## src/rtl/bbu_pkg.sv

```systemverilog
package bbu_pkg;

    localparam int COND_W = 8;

    typedef enum logic [1:0] {
        K_OFF   = 2'b00,
        K_FETCH = 2'b01,
        K_DATA  = 2'b10,
        K_BOTH  = 2'b11
    } kind_e;

    typedef struct packed {
        logic       data_en;
        logic       after;
        logic [1:0] size;
        logic [1:0] dir;
        kind_e      kind;
    } cond_t;

    typedef enum logic [1:0] {
        S_IDLE,
        S_PRE_WAIT,
        S_POST_EXEC,
        S_POST_RET
    } ch_state_e;

    localparam logic [2:0] SEL_A_ADDR  = 3'd0;
    localparam logic [2:0] SEL_A_COND  = 3'd2;
    localparam logic [2:0] SEL_B_COND  = 3'd5;
    localparam logic [2:0] SEL_B_DATA  = 3'd6;
    localparam logic [2:0] SEL_B_DMASK = 3'd7;
    localparam int         SEL_STRIDE  = 3;

endpackage

```

## src/rtl/bbu_lane_cmp.sv

```systemverilog
module bbu_lane_cmp #(
    parameter int AW = 32,
    parameter int DW = 32
) (
    input  logic [1:0]    size,
    input  logic [AW-1:0] addr,
    input  logic [DW-1:0] data,
    input  logic [AW-1:0] ref_addr,
    input  logic [AW-1:0] ref_amask,
    input  logic [DW-1:0] ref_data,
    input  logic [DW-1:0] ref_dmask,
    output logic          addr_hit,
    output logic          data_hit
);
    localparam int LANES = DW / 8;
    localparam int LW    = $clog2(LANES);

    logic [1:0]       sz_eff;
    logic [LW:0]      nbytes;
    logic [LW:0]      base;
    logic [LANES-1:0] lane_hit;
    logic [DW-1:0]    size_mask;
    logic [DW-1:0]    aligned;

    always_comb begin
        sz_eff = (int'(size) > LW) ? 2'(LW) : size;
        nbytes = (LW+1)'(1) << sz_eff;
        base   = {1'b0, addr[LW-1:0]} & ~(nbytes - (LW+1)'(1));
    end

    for (genvar gi = 0; gi < LANES; gi++) begin : g_lane
        localparam logic [LW:0] IDX = (LW+1)'(gi);
        logic [AW-1:0] lane_addr;
        logic          lane_on;
        assign lane_addr        = {addr[AW-1:LW], IDX[LW-1:0]};
        assign lane_on          = (IDX >= base) && (IDX < base + nbytes);
        assign lane_hit[gi]     = lane_on && (((lane_addr ^ ref_addr) & ~ref_amask) == '0);
        assign size_mask[8*gi +: 8] = {8{IDX < nbytes}};
    end

    assign aligned  = data >> {base, 3'b000};
    assign addr_hit = |lane_hit;
    assign data_hit = (((aligned ^ ref_data) & ~ref_dmask & size_mask) == '0);

endmodule

```

## src/rtl/bbu_channel.sv

```systemverilog
module bbu_channel
    import bbu_pkg::*;
#(
    parameter int AW       = 32,
    parameter int DW       = 32,
    parameter bit HAS_DATA = 1'b0
) (
    input  logic          clk,
    input  logic          rst_n,
    input  logic          wr_addr_en,
    input  logic          wr_mask_en,
    input  logic          wr_cond_en,
    input  logic          wr_data_en,
    input  logic          wr_dmask_en,
    input  logic [DW-1:0] wdata,
    input  logic          bus_valid,
    input  logic          bus_fetch,
    input  logic          bus_write,
    input  logic [1:0]    bus_size,
    input  logic [AW-1:0] bus_addr,
    input  logic [DW-1:0] bus_data,
    input  logic          ex_go,
    input  logic          retire,
    output logic          brk,
    output logic          hit
);
    logic [AW-1:0] tgt_addr_q, tgt_mask_q;
    logic [DW-1:0] tgt_data_q, tgt_dmask_q;
    cond_t         cond_q;
    ch_state_e     state_q, state_nx;
    logic          brk_set;
    logic          addr_ok, data_ok;
    logic          kind_ok, dir_ok, size_ok, data_need, hit_now;

    // condition registers
    always_ff @(posedge clk) begin
        if (!rst_n) begin
            tgt_addr_q  <= '0;
            tgt_mask_q  <= '0;
            tgt_data_q  <= '0;
            tgt_dmask_q <= '0;
            cond_q      <= '0;
        end else begin
            if (wr_addr_en)  tgt_addr_q  <= wdata[AW-1:0];
            if (wr_mask_en)  tgt_mask_q  <= wdata[AW-1:0];
            if (wr_cond_en)  cond_q      <= cond_t'(wdata[COND_W-1:0]);
            if (wr_data_en)  tgt_data_q  <= wdata;
            if (wr_dmask_en) tgt_dmask_q <= wdata;
        end
    end

    bbu_lane_cmp #(.AW(AW), .DW(DW)) u_cmp (
        .size      (bus_size),
        .addr      (bus_addr),
        .data      (bus_data),
        .ref_addr  (tgt_addr_q),
        .ref_amask (tgt_mask_q),
        .ref_data  (tgt_data_q),
        .ref_dmask (tgt_dmask_q),
        .addr_hit  (addr_ok),
        .data_hit  (data_ok)
    );

    // cycle-type qualification
    always_comb begin
        kind_ok   = bus_fetch ? cond_q.kind[0] : cond_q.kind[1];
        dir_ok    = bus_write ? cond_q.dir[1] : cond_q.dir[0];
        size_ok   = (cond_q.size == 2'd0) || (cond_q.size == bus_size + 2'd1);
        data_need = HAS_DATA && cond_q.data_en;
        hit_now   = bus_valid && kind_ok && dir_ok && size_ok && addr_ok
                    && (!data_need || data_ok);
    end

    // state register
    always_ff @(posedge clk) begin
        if (!rst_n) state_q <= S_IDLE;
        else        state_q <= state_nx;
    end

    // next state and break issue
    always_comb begin
        state_nx = state_q;
        brk_set  = 1'b0;
        unique case (state_q)
            S_IDLE: begin
                if (hit_now && bus_fetch)
                    state_nx = cond_q.after ? S_POST_EXEC : S_PRE_WAIT;
            end
            S_PRE_WAIT: begin
                if (ex_go) begin
                    state_nx = S_IDLE;
                    brk_set  = 1'b1;
                end
            end
            S_POST_EXEC: begin
                if (ex_go) state_nx = S_POST_RET;
            end
            S_POST_RET: begin
                if (retire) begin
                    state_nx = S_IDLE;
                    brk_set  = 1'b1;
                end
            end
            default: state_nx = S_IDLE;
        endcase
        if (hit_now && !bus_fetch) brk_set = 1'b1;
        if (wr_cond_en) begin
            state_nx = S_IDLE;
            brk_set  = 1'b0;
        end
    end

    // registered outputs
    always_ff @(posedge clk) begin
        if (!rst_n) begin
            brk <= 1'b0;
            hit <= 1'b0;
        end else begin
            brk <= brk_set;
            hit <= wr_cond_en ? 1'b0 : (hit | brk_set);
        end
    end

endmodule

```

## src/rtl/bus_break_unit.sv

```systemverilog
module bus_break_unit
    import bbu_pkg::*;
#(
    parameter int AW = 32,
    parameter int DW = 32
) (
    input  logic          clk,
    input  logic          rst_n,
    input  logic          cfg_we,
    input  logic [2:0]    cfg_sel,
    input  logic [DW-1:0] cfg_wdata,
    input  logic          bus_valid,
    input  logic          bus_fetch,
    input  logic          bus_write,
    input  logic [1:0]    bus_size,
    input  logic [AW-1:0] bus_addr,
    input  logic [DW-1:0] bus_data,
    input  logic          ex_go,
    input  logic          retire,
    output logic          brk_req,
    output logic          brk_a,
    output logic          brk_b,
    output logic          hit_a,
    output logic          hit_b
);
    localparam int NCH = 2;

    logic [NCH-1:0] brk_v, hit_v;

    for (genvar c = 0; c < NCH; c++) begin : g_ch
        localparam logic [2:0] BASE = 3'(c * SEL_STRIDE);
        localparam bit         DATA = (c == NCH - 1);
        logic we_addr, we_mask, we_cond, we_data, we_dmask;
        assign we_addr  = cfg_we && (cfg_sel == BASE + SEL_A_ADDR);
        assign we_mask  = cfg_we && (cfg_sel == BASE + 3'd1);
        assign we_cond  = cfg_we && (cfg_sel == BASE + SEL_A_COND);
        assign we_data  = DATA && cfg_we && (cfg_sel == SEL_B_DATA);
        assign we_dmask = DATA && cfg_we && (cfg_sel == SEL_B_DMASK);

        bbu_channel #(.AW(AW), .DW(DW), .HAS_DATA(DATA)) u_ch (
            .clk         (clk),
            .rst_n       (rst_n),
            .wr_addr_en  (we_addr),
            .wr_mask_en  (we_mask),
            .wr_cond_en  (we_cond),
            .wr_data_en  (we_data),
            .wr_dmask_en (we_dmask),
            .wdata       (cfg_wdata),
            .bus_valid   (bus_valid),
            .bus_fetch   (bus_fetch),
            .bus_write   (bus_write),
            .bus_size    (bus_size),
            .bus_addr    (bus_addr),
            .bus_data    (bus_data),
            .ex_go       (ex_go),
            .retire      (retire),
            .brk         (brk_v[c]),
            .hit         (hit_v[c])
        );
    end

    assign brk_a   = brk_v[0];
    assign brk_b   = brk_v[1];
    assign hit_a   = hit_v[0];
    assign hit_b   = hit_v[1];
    assign brk_req = |brk_v;

endmodule

```

## config.mk

```make
export PLATFORM = sky130hd
export DESIGN_NAME = bus_break_unit
export DESIGN_NICKNAME = d
export VERILOG_FILES = /design/src/rtl/bbu_pkg.sv /design/src/rtl/bbu_lane_cmp.sv /design/src/rtl/bbu_channel.sv /design/src/rtl/bus_break_unit.sv
export SDC_FILE = /design/constraint.sdc
export NUM_CORES = 1
export LEC_CHECK = 0
export CAP_MARGIN = 20
export CELL_PAD_IN_SITES_DETAIL_PLACEMENT = 0
export CELL_PAD_IN_SITES_GLOBAL_PLACEMENT = 1
export CORE_UTILIZATION = 30
export CTS_BUF_LIST = sky130_fd_sc_hd__clkbuf_4 sky130_fd_sc_hd__clkbuf_8 sky130_fd_sc_hd__clkbuf_16
export CTS_CLUSTER_DIAMETER = 50
export DETAILED_ROUTE_END_ITERATION = 7
export PLACE_DENSITY = 0.59
export SLEW_MARGIN = 10
export SYNTH_ARGS = -nofsm -noshare
export SYNTH_HDL_FRONTEND = slang
export SYNTH_SLANG_ARGS = --single-unit
export TNS_END_PERCENT = 1
```

## constraint.sdc

```tcl
create_clock -name clk -period 2.9 [get_ports clk]
set_input_delay 0.435 -clock clk [delete_from_list [all_inputs] [get_ports clk]]
set_output_delay 0.435 -clock clk [all_outputs]
set_load 0.1 [all_outputs]
```

==> results of run 1 <==
[final timing paths]
kind / slack (ps) / end / start / cells past startpoint
setup / recovery: 140 / g_ch[1].u_ch.state_q[0] / bus_addr[1] / 10
hold / removal: 460 / g_ch[1].u_ch.cond_q[2] / g_ch[1].u_ch.cond_q[2] / 2
setup reg to reg: 310 / g_ch[1].u_ch.state_q[0] / g_ch[1].u_ch.tgt_addr_q[6] / 9
hold reg to reg: 460 / g_ch[1].u_ch.cond_q[2] / g_ch[1].u_ch.cond_q[2] / 2
[per-layer routing]
metal  wire length (µm)  global-route usage (%)
met1              18070                   28.95
met2              16390                   32.68
met3               1610                   2.706
met4                732                   5.645
met5                  0                       0
[cell families (layout without fill, tap and decap cells)]
family / Yosys count / in the layout / share of synthesized area, %
AOI/OAI and AO/OA: 319 / 319 / 21.90
xor gates and xnor gates: 96 / 96 / 7.998
adders and majority gates: 5 / 5 / 0.5951
buffers and inverters: 90 / 269 / 3.797
DFF: 215 / 215 / 40.94
muxes: 32 / 32 / 3.202
and+or+nand+nor: 552 / 552 / 21.57
[cell type report]
cell class	count	share of cell area (%)
Multi-Input combinational cell	1004	42.55
Sequential cell	215	31.16
Timing Repair Buffer	200	13.41
Clock buffer	46	7.418
Tap cell	455	4.121
Clock inverter	12	0.9964
Inverter	11	0.3351
[worst max-delay path: stages]
cell	delay (ps)
clkdlybuf4s50_1	540
nor2b_4	370
mux2i_1	400
o21ai_0	220
xnor2_1	180
o22ai_1	150
o311ai_2	270
buf_4	170
nand4_1	140
o41ai_2	280
[power by group through the flow]
stage | Combinational (mW) | Clock (mW) | Sequential, mW
3_5_place_dp | 0.906 | 0 | 3.12
2_1_floorplan | 0.438 | 0 | 3.12
6_report | 0.909 | 4.12 | 3.06
3_3_place_gp | 0.907 | 0 | 3.12
5_1_grt | 0.982 | 4.34 | 3.07
4_1_cts | 0.911 | 4.22 | 3.06
[cells in the final DEF, fill, tap and decap left out, types with 14 or more instances in the layout]
cell type / n
o22ai_1: 39
o21ai_0: 19
buf_4: 86
nand3_1: 14
a21oi_1: 17
mux2i_1: 28
a21boi_0: 210
clkdlybuf4s50_1: 105
xor2_1: 27
clkbuf_16: 37
nand2_1: 448
xnor2_1: 69
dfxtp_1: 215
nor2_1: 21
[flip-flops by register name, indices dropped and copies added, names as in the netlist]
| signal | count |
|---|---|
| g_ch.u_ch.brk | 2 |
| g_ch.u_ch.cond_q | 14 |
| g_ch.u_ch.data_need | 1 |
| g_ch.u_ch.hit | 2 |
| g_ch.u_ch.state_q | 4 |
| g_ch.u_ch.tgt_addr_q | 64 |
| g_ch.u_ch.tgt_data_q | 32 |
| g_ch.u_ch.tgt_dmask_q | 32 |
| g_ch.u_ch.tgt_mask_q | 64 |
[repair_timing]
item / in CTS / in global routing
endpoints found under the setup margin: 3 / 8
cloned: 0 / 0
gates resized for setup: 1 / 17
buffers inserted: 0 / 1
pin swaps: 0 / 3
[through the flow]
step | instances | hold WS [ps] | area [µm²]
after floorplan | 1309 | 440.0 | 10530
after global placement | 1884 | 446.9 | 12600
after detailed placement | 1884 | 457.1 | 12600
after CTS | 1942 | 464.3 | 13760
after global routing | 1943 | 474.2 | 13810
final | 1943 | 461.3 | 13810
==> impl_metrics.tcl, run 1 <==
set metrics [dict create \
    clkLatencyLatePin_ps 500 \
    finalCritPeriodShare_pct 95.28 \
    setup_slack_ps 136.9 \
    swShare_pct 24.58 \
    synth_edf_count 0 \
    fin_skew_ps 12.32 \
    die_y_um 189.2 \
    path_class "in2reg" \
    n_antenna_cell 0 \
    cts.root.buffer_cell "clkbuf_16" \
    cap_violations 0 \
    multi_input_area_mm2 0.005878 \
    dr.pass1.iters 5 \
    wl_mm 36.80 \
    p_int_mw 6.106 \
    synthesis.nets 1423 \
    dieArea_mm2 0.03579 \
    hold_class "reg2reg" \
    ys_types 57 \
    fin_crit_ps 2763 \
    yosysMostFrequentCell "nand2_1" \
    postCtsHoldBufs 0 \
    die_w_um 189.2 \
    finalSetupTns_ps 0 \
    clock-sinks 215 \
    ant_nets 0 \
    synth_top_area_share_pct 40.94 \
    coreArea_mm2 0.03454 \
    slew_headroom_pct 54.97 \
    netlist_area_mm2 0.01051 \
    grt_antenna_before_repair 0 \
    final_util_pct 39.99 \
    synthTopCellsByCount "nand2_1, dfxtp_1, a21boi_0" \
    grt_max_degree 77 \
    first_iter_violations 559 \
    post-place-ws_ps -577.3 \
    cp.arrival_ps 3160 \
    wire_per_inst_um 18.94 \
    grt_pass1_vias 9084 \
    slew_violations 0 \
    regArea_mm2 0.004304 \
    p_clk_share_pct 51.0 \
    fmax_ghz 0.3619 \
    seqPwrFrac_pct 37.8 \
    syn_avg_cell_area_um2 8.031 \
    ys_top_cells_by_area "dfxtp_1, nand2_1, a21boi_0, xnor2_1, mux2i_1" \
    remaining_drc_errors 0 \
    gp_congestion 0.8775 \
    start_util_pct 30.43 \
    hpwl_mm 25.37 \
    numPortBuffers 113 \
    p_leak_nw 4.768 \
    power_mw 8.096 \
    cts_buffers 34 \
    start_kind "input port" \
    nFillCells 3566 \
    drive_above_1_share_pct 12.16 \
    critPathMaxFanout 10 \
    io_pins 114 \
    setup_viol 0 \
    nets 1580 \
    endpoint_kind "register" \
    synth-main-ff-cell "dfxtp_1" \
    tritoncts "yes" \
    grt_usage_pct 20.54 \
    cts-htree-levels 2 \
    tightest_slew_ps 673.3 \
    rows 68 \
    clockBufferDepth 3 \
    required_ps 3300 \
    rsz0062_at_grt "false" \
    p_switching_mw 1.990 \
    async_reset_ff_share_pct 0 \
    power.density_mw_per_mm2 586.1 \
    ys_seq_area_share_pct 40.94 \
    status "finished, final reports clean" \
    vias_per_cell 4.816 \
    yosysWarningCount 0 \
    vias 9357 \
    synthCells 1309 \
    grt_pass1_wl_mm 55.62 \
    hold_viol_final 0 \
    area_growth_pct 31.40 \
    combPwrFrac_pct 11.2 \
    ir_drop_uv 374.0 \
    grt_overflow 0 \
    path_clk_slew_ps 50 \
    yosysTopAreaCell "dfxtp_1" \
    ys_ff_latch 215 \
]
Power figures use the tool's default switching activity.
==> run 2: changes to the inputs <==
--- a/config.mk
+++ b/config.mk
@@ -11,6 +11,7 @@
 export CORE_UTILIZATION = 30
 export CTS_BUF_LIST = sky130_fd_sc_hd__clkbuf_4 sky130_fd_sc_hd__clkbuf_8 sky130_fd_sc_hd__clkbuf_16
 export CTS_CLUSTER_DIAMETER = 50
+export CTS_CLUSTER_SIZE = 20
 export DETAILED_ROUTE_END_ITERATION = 7
 export PLACE_DENSITY = 0.59
 export SLEW_MARGIN = 10
==> impl_metrics.tcl, run 2 (same netlist as run 1, synthesis figures left out) <==
set metrics [dict create \
    crit_slowest_cell "clkdlybuf4s50_1" \
    post-place-ws_ps -577.3 \
    tritoncts "yes" \
    clkLatencyLatePin_ps 520 \
    place_area_mm2 0.01260 \
    crit_family "compound AO/OA/AOI/OAI gates" \
    hold_viol_final 0 \
    max_stage_delay_ps 530 \
    cts.root.buffer_cell "clkbuf_16" \
    dieArea_mm2 0.03579 \
    nets 1580 \
    multi_input_area_mm2 0.005872 \
    grt_antenna_before_repair 0 \
    nFillCells 3576 \
    status "finished, final reports clean" \
    tightest_slew_ps 650.3 \
    rsz0062_at_grt "false" \
    coreArea_mm2 0.03454 \
    io_pins 114 \
    numPortBuffers 113 \
    cp.arrival_ps 3140 \
    vias 9354 \
    p_leak_nw 4.787 \
    dr.pass1.iters 5 \
    fmax_ghz 0.3662 \
    final_cell_mix "nand2_1, dfxtp_1, a21boi_0, clkdlybuf4s50_1, buf_4" \
    wl_met2_mm 16.38 \
    critPathMaxFanout 10 \
    dr_wl_met3_mm 1.451 \
    grt_usage_pct 20.57 \
    hpwl_mm 25.37 \
    regArea_mm2 0.004304 \
    grt_pass1_vias 9088 \
    setup_slack_ps 169.5 \
    clock-sinks 215 \
    cap_violations 0 \
    start_kind "input port" \
    grt_max_degree 77 \
    power.density_mw_per_mm2 597.7 \
    endpoint_kind "register" \
    cts_buffers 34 \
    start_util_pct 30.43 \
    finalCritPeriodShare_pct 94.16 \
    required_ps 3310 \
    first_iter_violations 581 \
    remaining_drc_errors 0 \
    gp_congestion 0.8775 \
    wire_per_inst_um 18.90 \
    slew_violations 0 \
    n_antenna_cell 0 \
    clockBufferDepth 3 \
    grt_overflow 0 \
    drt-met1-wl_mm 18.09 \
    die_y_um 189.2 \
    ant_nets 0 \
    final_common_cell "nand2_1" \
    fin_crit_ps 2731 \
    maxUsedRoutingLayer "met4" \
    die_w_um 189.2 \
    cts-htree-levels 2 \
    power_mw 8.288 \
    crit_chain "clkdlybuf4s50_1 > nor2b_4 > mux2i_1 > o21ai_0 > xnor2_1 > o22ai_1 > o311ai_2 > buf_4 > nand4_1 > o41ai_2" \
    grt_pass1_wl_mm 55.79 \
    slew_headroom_pct 56.51 \
    vias_per_cell 4.804 \
    setup_viol 0 \
    fin_skew_ps 20.42 \
    final_area_mm2 0.01387 \
    largestRegisters "g_ch.u_ch.tgt_addr_q x64, g_ch.u_ch.tgt_mask_q x64" \
    hold_class "reg2reg" \
    area_growth_pct 31.92 \
    drive_above_1_share_pct 12.33 \
    rows 68 \
    worst-path-buf-inv 2 \
    path_class "in2reg" \
    wl_mm 36.79 \
    path_clk_slew_ps 50 \
    ir_drop_uv 368.1 \
]
-- run 2: changes by cell type in the layout (fill, tap and decap cells not counted), sizes merged --
cell      delta
clkinv       +4
bufinv       +2
clkinvlp     +1
inv          +5
clkbuf       -8
-- run 2: metal layers --
| metal | vias up | global-route usage, % |
|---|---|---|
| met3 | 56 | 2.502 |
| met5 | - | 0 |
| met1 | 4354 | 29.02 |
| met2 | 223 | 32.79 |
| li1 | 4721 | - |
| met4 | 0 | 5.738 |
-- run 2: path summary, 6_finish.rpt --
| kind | start | slack [ps] | end | depth (start not counted) |
|---|---|---|---|---|
| max reg2reg | g_ch[1].u_ch.tgt_addr_q[17] | 320 | g_ch[1].u_ch.state_q[0] | 9 |
| min reg2reg | g_ch[1].u_ch.cond_q[2] | 460 | g_ch[1].u_ch.cond_q[2] | 2 |
| max | bus_addr[1] | 170 | g_ch[1].u_ch.state_q[0] | 10 |
| min | g_ch[1].u_ch.cond_q[2] | 460 | g_ch[1].u_ch.cond_q[2] | 2 |
-- run 2: repair_timing --
action / in CTS / in global routing
endpoints found under the setup margin: 1 / 8
cloned: 0 / 0
hold buffers: 0 / 0
pin swaps: 0 / 3
setup buffers: 0 / 1
resized for setup: 1 / 16
-- run 2: worst register-to-register path, stage by stage (launching register included) --
cell and delay [ps]:
dfxtp_1 320, xnor2_1 170, buf_4 150, o22ai_1 70, or4_1 530, nor4_1 370, buf_4 210, o311a_1 220
nand4_1 160, o41ai_2 280
-- run 2: per-stage QoR --
| step | hold WS, ps | util, % | setup TNS, ps | instances |
|---|---|---|---|---|
| floorplan | 440.0 | - | 0 | 1309 |
| global placement | 446.9 | 36.46 | -3297 | 1884 |
| detailed placement | 457.1 | 36.46 | -3750 | 1884 |
| CTS | 465.0 | 40.02 | 0 | 1946 |
| global route | 475.7 | 40.15 | 0 | 1947 |
| finish | 461.4 | 40.15 | 0 | 1947 |
-- run 2: where the power goes --
| group | internal, mW | switching (mW) | leakage [nW] | total, mW |
|---|---|---|---|---|
| clock | 2.67 | 1.65 | 0.591 | 4.32 |
| sequential | 3.02 | 0.0429 | 1.74 | 3.06 |
| combinational | 0.427 | 0.482 | 2.46 | 0.908 |
-- run 2: area by class of cell --
class	count	share of cell area, %
inverters	11	0.3338
repair buffers	200	13.36
flip-flops and latches	215	31.04
clock buffers	38	6.487
multi-input cells	1004	42.34
clock inverters	24	2.337
well taps	455	4.105
==> run 3: changes to the inputs <==
--- a/config.mk
+++ b/config.mk
@@ -8,12 +8,12 @@
 export CAP_MARGIN = 20
 export CELL_PAD_IN_SITES_DETAIL_PLACEMENT = 0
 export CELL_PAD_IN_SITES_GLOBAL_PLACEMENT = 1
-export CORE_UTILIZATION = 30
+export CORE_UTILIZATION = 38
 export CTS_BUF_LIST = sky130_fd_sc_hd__clkbuf_4 sky130_fd_sc_hd__clkbuf_8 sky130_fd_sc_hd__clkbuf_16
 export CTS_CLUSTER_DIAMETER = 50
 export CTS_CLUSTER_SIZE = 20
 export DETAILED_ROUTE_END_ITERATION = 7
-export PLACE_DENSITY = 0.59
+export PLACE_DENSITY = 0.73
 export SLEW_MARGIN = 10
 export SYNTH_ARGS = -nofsm -noshare
 export SYNTH_HDL_FRONTEND = slang
==> impl_metrics.tcl, run 3 (same netlist as run 1, synthesis figures left out) <==
set metrics [dict create \
    status "finished, final reports clean" \
    wire_per_inst_um 18.60 \
    power.density_mw_per_mm2 554.5 \
    clkLatencyLatePin_ps 530 \
    holdCritStartpoint "rst_n" \
    p_switching_mw 1.897 \
    postCtsHoldBufs 0 \
    hold_viol_final 0 \
    path_clk_slew_ps 50 \
    grt_antenna_before_repair 0 \
    vias 9368 \
    slew_violations 0 \
    grt_max_degree 121 \
    reg2regPathDepth 9 \
    cts-htree-levels 1 \
    numPortBuffers 113 \
    dieArea_mm2 0.02833 \
    hold_class "in2reg" \
    die_y_um 168.3 \
    nFillCells 2618 \
    r2r_slack_ps 490 \
    grt_usage_pct 23.75 \
    endpoint_kind "register" \
    required_ps 3370 \
    cp.arrival_ps 3170 \
    cts.root.buffer_cell "clkbuf_16" \
    setup_slack_ps 194.4 \
    path_class "in2reg" \
    cts_buffers 27 \
    wl_mm 33.66 \
    ant_nets 0 \
    first_iter_violations 670 \
    critPathMaxFanout 4 \
    gp_congestion 0.8855 \
    swShare_pct 25.70 \
    slew_headroom_pct 48.12 \
    rows 60 \
    p_leak_nw 4.581 \
    area_growth_pct 26.65 \
    clock-sinks 215 \
    grt_pass1_vias 9014 \
    r2r-start "g_ch[1].u_ch.tgt_addr_q[6]" \
    grt_pass1_wl_mm 52.03 \
    ir_drop_uv 334.4 \
    io_pins 114 \
    start_util_pct 38.90 \
    final_common_cell "nand2_1" \
    rsz0062_at_grt "false" \
    hpwl_mm 23.31 \
    combPwrFrac_pct 11.9 \
    fin_crit_ps 2706 \
    nets 1562 \
    start_kind "input port" \
    drive_above_1_share_pct 10.62 \
    coreArea_mm2 0.02703 \
    tritoncts "yes" \
    p_clk_share_pct 46.7 \
    die_w_um 168.3 \
    remaining_drc_errors 0 \
    power_mw 7.383 \
    vias_per_cell 5.176 \
    final_cell_mix "nand2_1, dfxtp_1, a21boi_0, clkdlybuf4s50_1, buf_4" \
    clockBufferDepth 3 \
    worstReg2RegEnd "g_ch[1].u_ch.state_q[0]" \
    cap_violations 0 \
    fmax_ghz 0.3696 \
    dr.pass1.iters 5 \
    whs_path_depth 2 \
    p_int_mw 5.486 \
    grt_overflow 0 \
    post-place-ws_ps -446.5 \
    largestRegisters "g_ch.u_ch.tgt_addr_q x64, g_ch.u_ch.tgt_mask_q x64" \
    fin_skew_ps 10.56 \
    tightest_slew_ps 778.1 \
    finalCritPeriodShare_pct 93.30 \
    holdPathEnd "g_ch[1].u_ch.cond_q[6]" \
    n_antenna_cell 0 \
    seqPwrFrac_pct 41.4 \
    setup_viol 0 \
]
## run 3: changes by cell type in the layout (fill, tap and decap cells not counted), sizes merged
cell           delta
clkbuf            -9
clkdlybuf4s50     +1
dlymetal6s2s      -1
bufinv            -1
buf              -11
inv               -1
clkinvlp          -1
## run 3: cell type report
cell class                      instances  area [µm²]  share of cell area [%]
Inverter                               11       43.79                  0.3289
Clock buffer                           29       703.2                   5.281
Timing Repair Buffer                  189        1764                   13.25
Tap cell                              341       426.7                   3.205
Multi-Input combinational cell       1004        5846                   43.91
Clock inverter                         21       226.5                   1.701
Sequential cell                       215        4304                   32.33
## run 3: per-layer routing
metal,up-vias,GRT usage (%),wire [µm]
li1,4679,-,-
met1,4408,33.02,15770
met2,228,38.41,15270
met3,53,2.891,1728
met4,0,7.075,893
met5,-,0,0
## run 3: stage by stage
step	util (%)	hold slack (ps)	TNS, ps	area [µm²]	instances
2_1_floorplan	-	440.0	0	10530	1309
3_3_place_gp	45.77	449.1	-2864	12370	1759
3_5_place_dp	45.77	456.9	-3420	12370	1759
4_1_cts	49.21	195.5	0	13300	1809
5_1_grt	49.26	202.3	0	13310	1810
6_report	49.26	213.2	0	13310	1810
## run 3: critical path, stage by stage
cell and delay [ps]:
clkdlybuf4s50_1 450, inv_2 120, ha_4 180, mux2_2 150, ha_1 200, or3b_2 460
o311ai_1 140, a311oi_1 130, buf_4 160, a31oi_1 180, a21oi_2 60, nor3_1 180
nand4_1 150, a21oi_1 180
## run 3: worst max-delay path by stage
stage / startpoint / to / slack [ps] / cells after the start
final: bus_size[1] / g_ch[1].u_ch.brk / 190 / 14
after CTS: bus_size[0] / g_ch[0].u_ch.state_q[1] / 120 / 14
after global routing: bus_size[1] / g_ch[1].u_ch.brk / 20 / 14
after detailed placement: bus_size[0] / g_ch[0].u_ch.state_q[1] / -450 / 14
after global placement: bus_size[0] / g_ch[0].u_ch.state_q[1] / -380 / 14
after floorplan: bus_size[1] / g_ch[1].u_ch.state_q[0] / 30 / 15
## run 3: repair_timing
action | CTS | global route
setup buffers | 0 | 1
setup endpoints to repair | 0 | 8
resized for setup | 0 | 5
## run 3: power groups by stage
stage	sequential, mW	clock [mW]	combinational, mW
6_report	3.06	3.45	0.879
5_1_grt	3.06	3.65	0.950
3_3_place_gp	3.12	0	0.871
4_1_cts	3.06	3.52	0.878
3_5_place_dp	3.12	0	0.873
2_1_floorplan	3.12	0	0.438
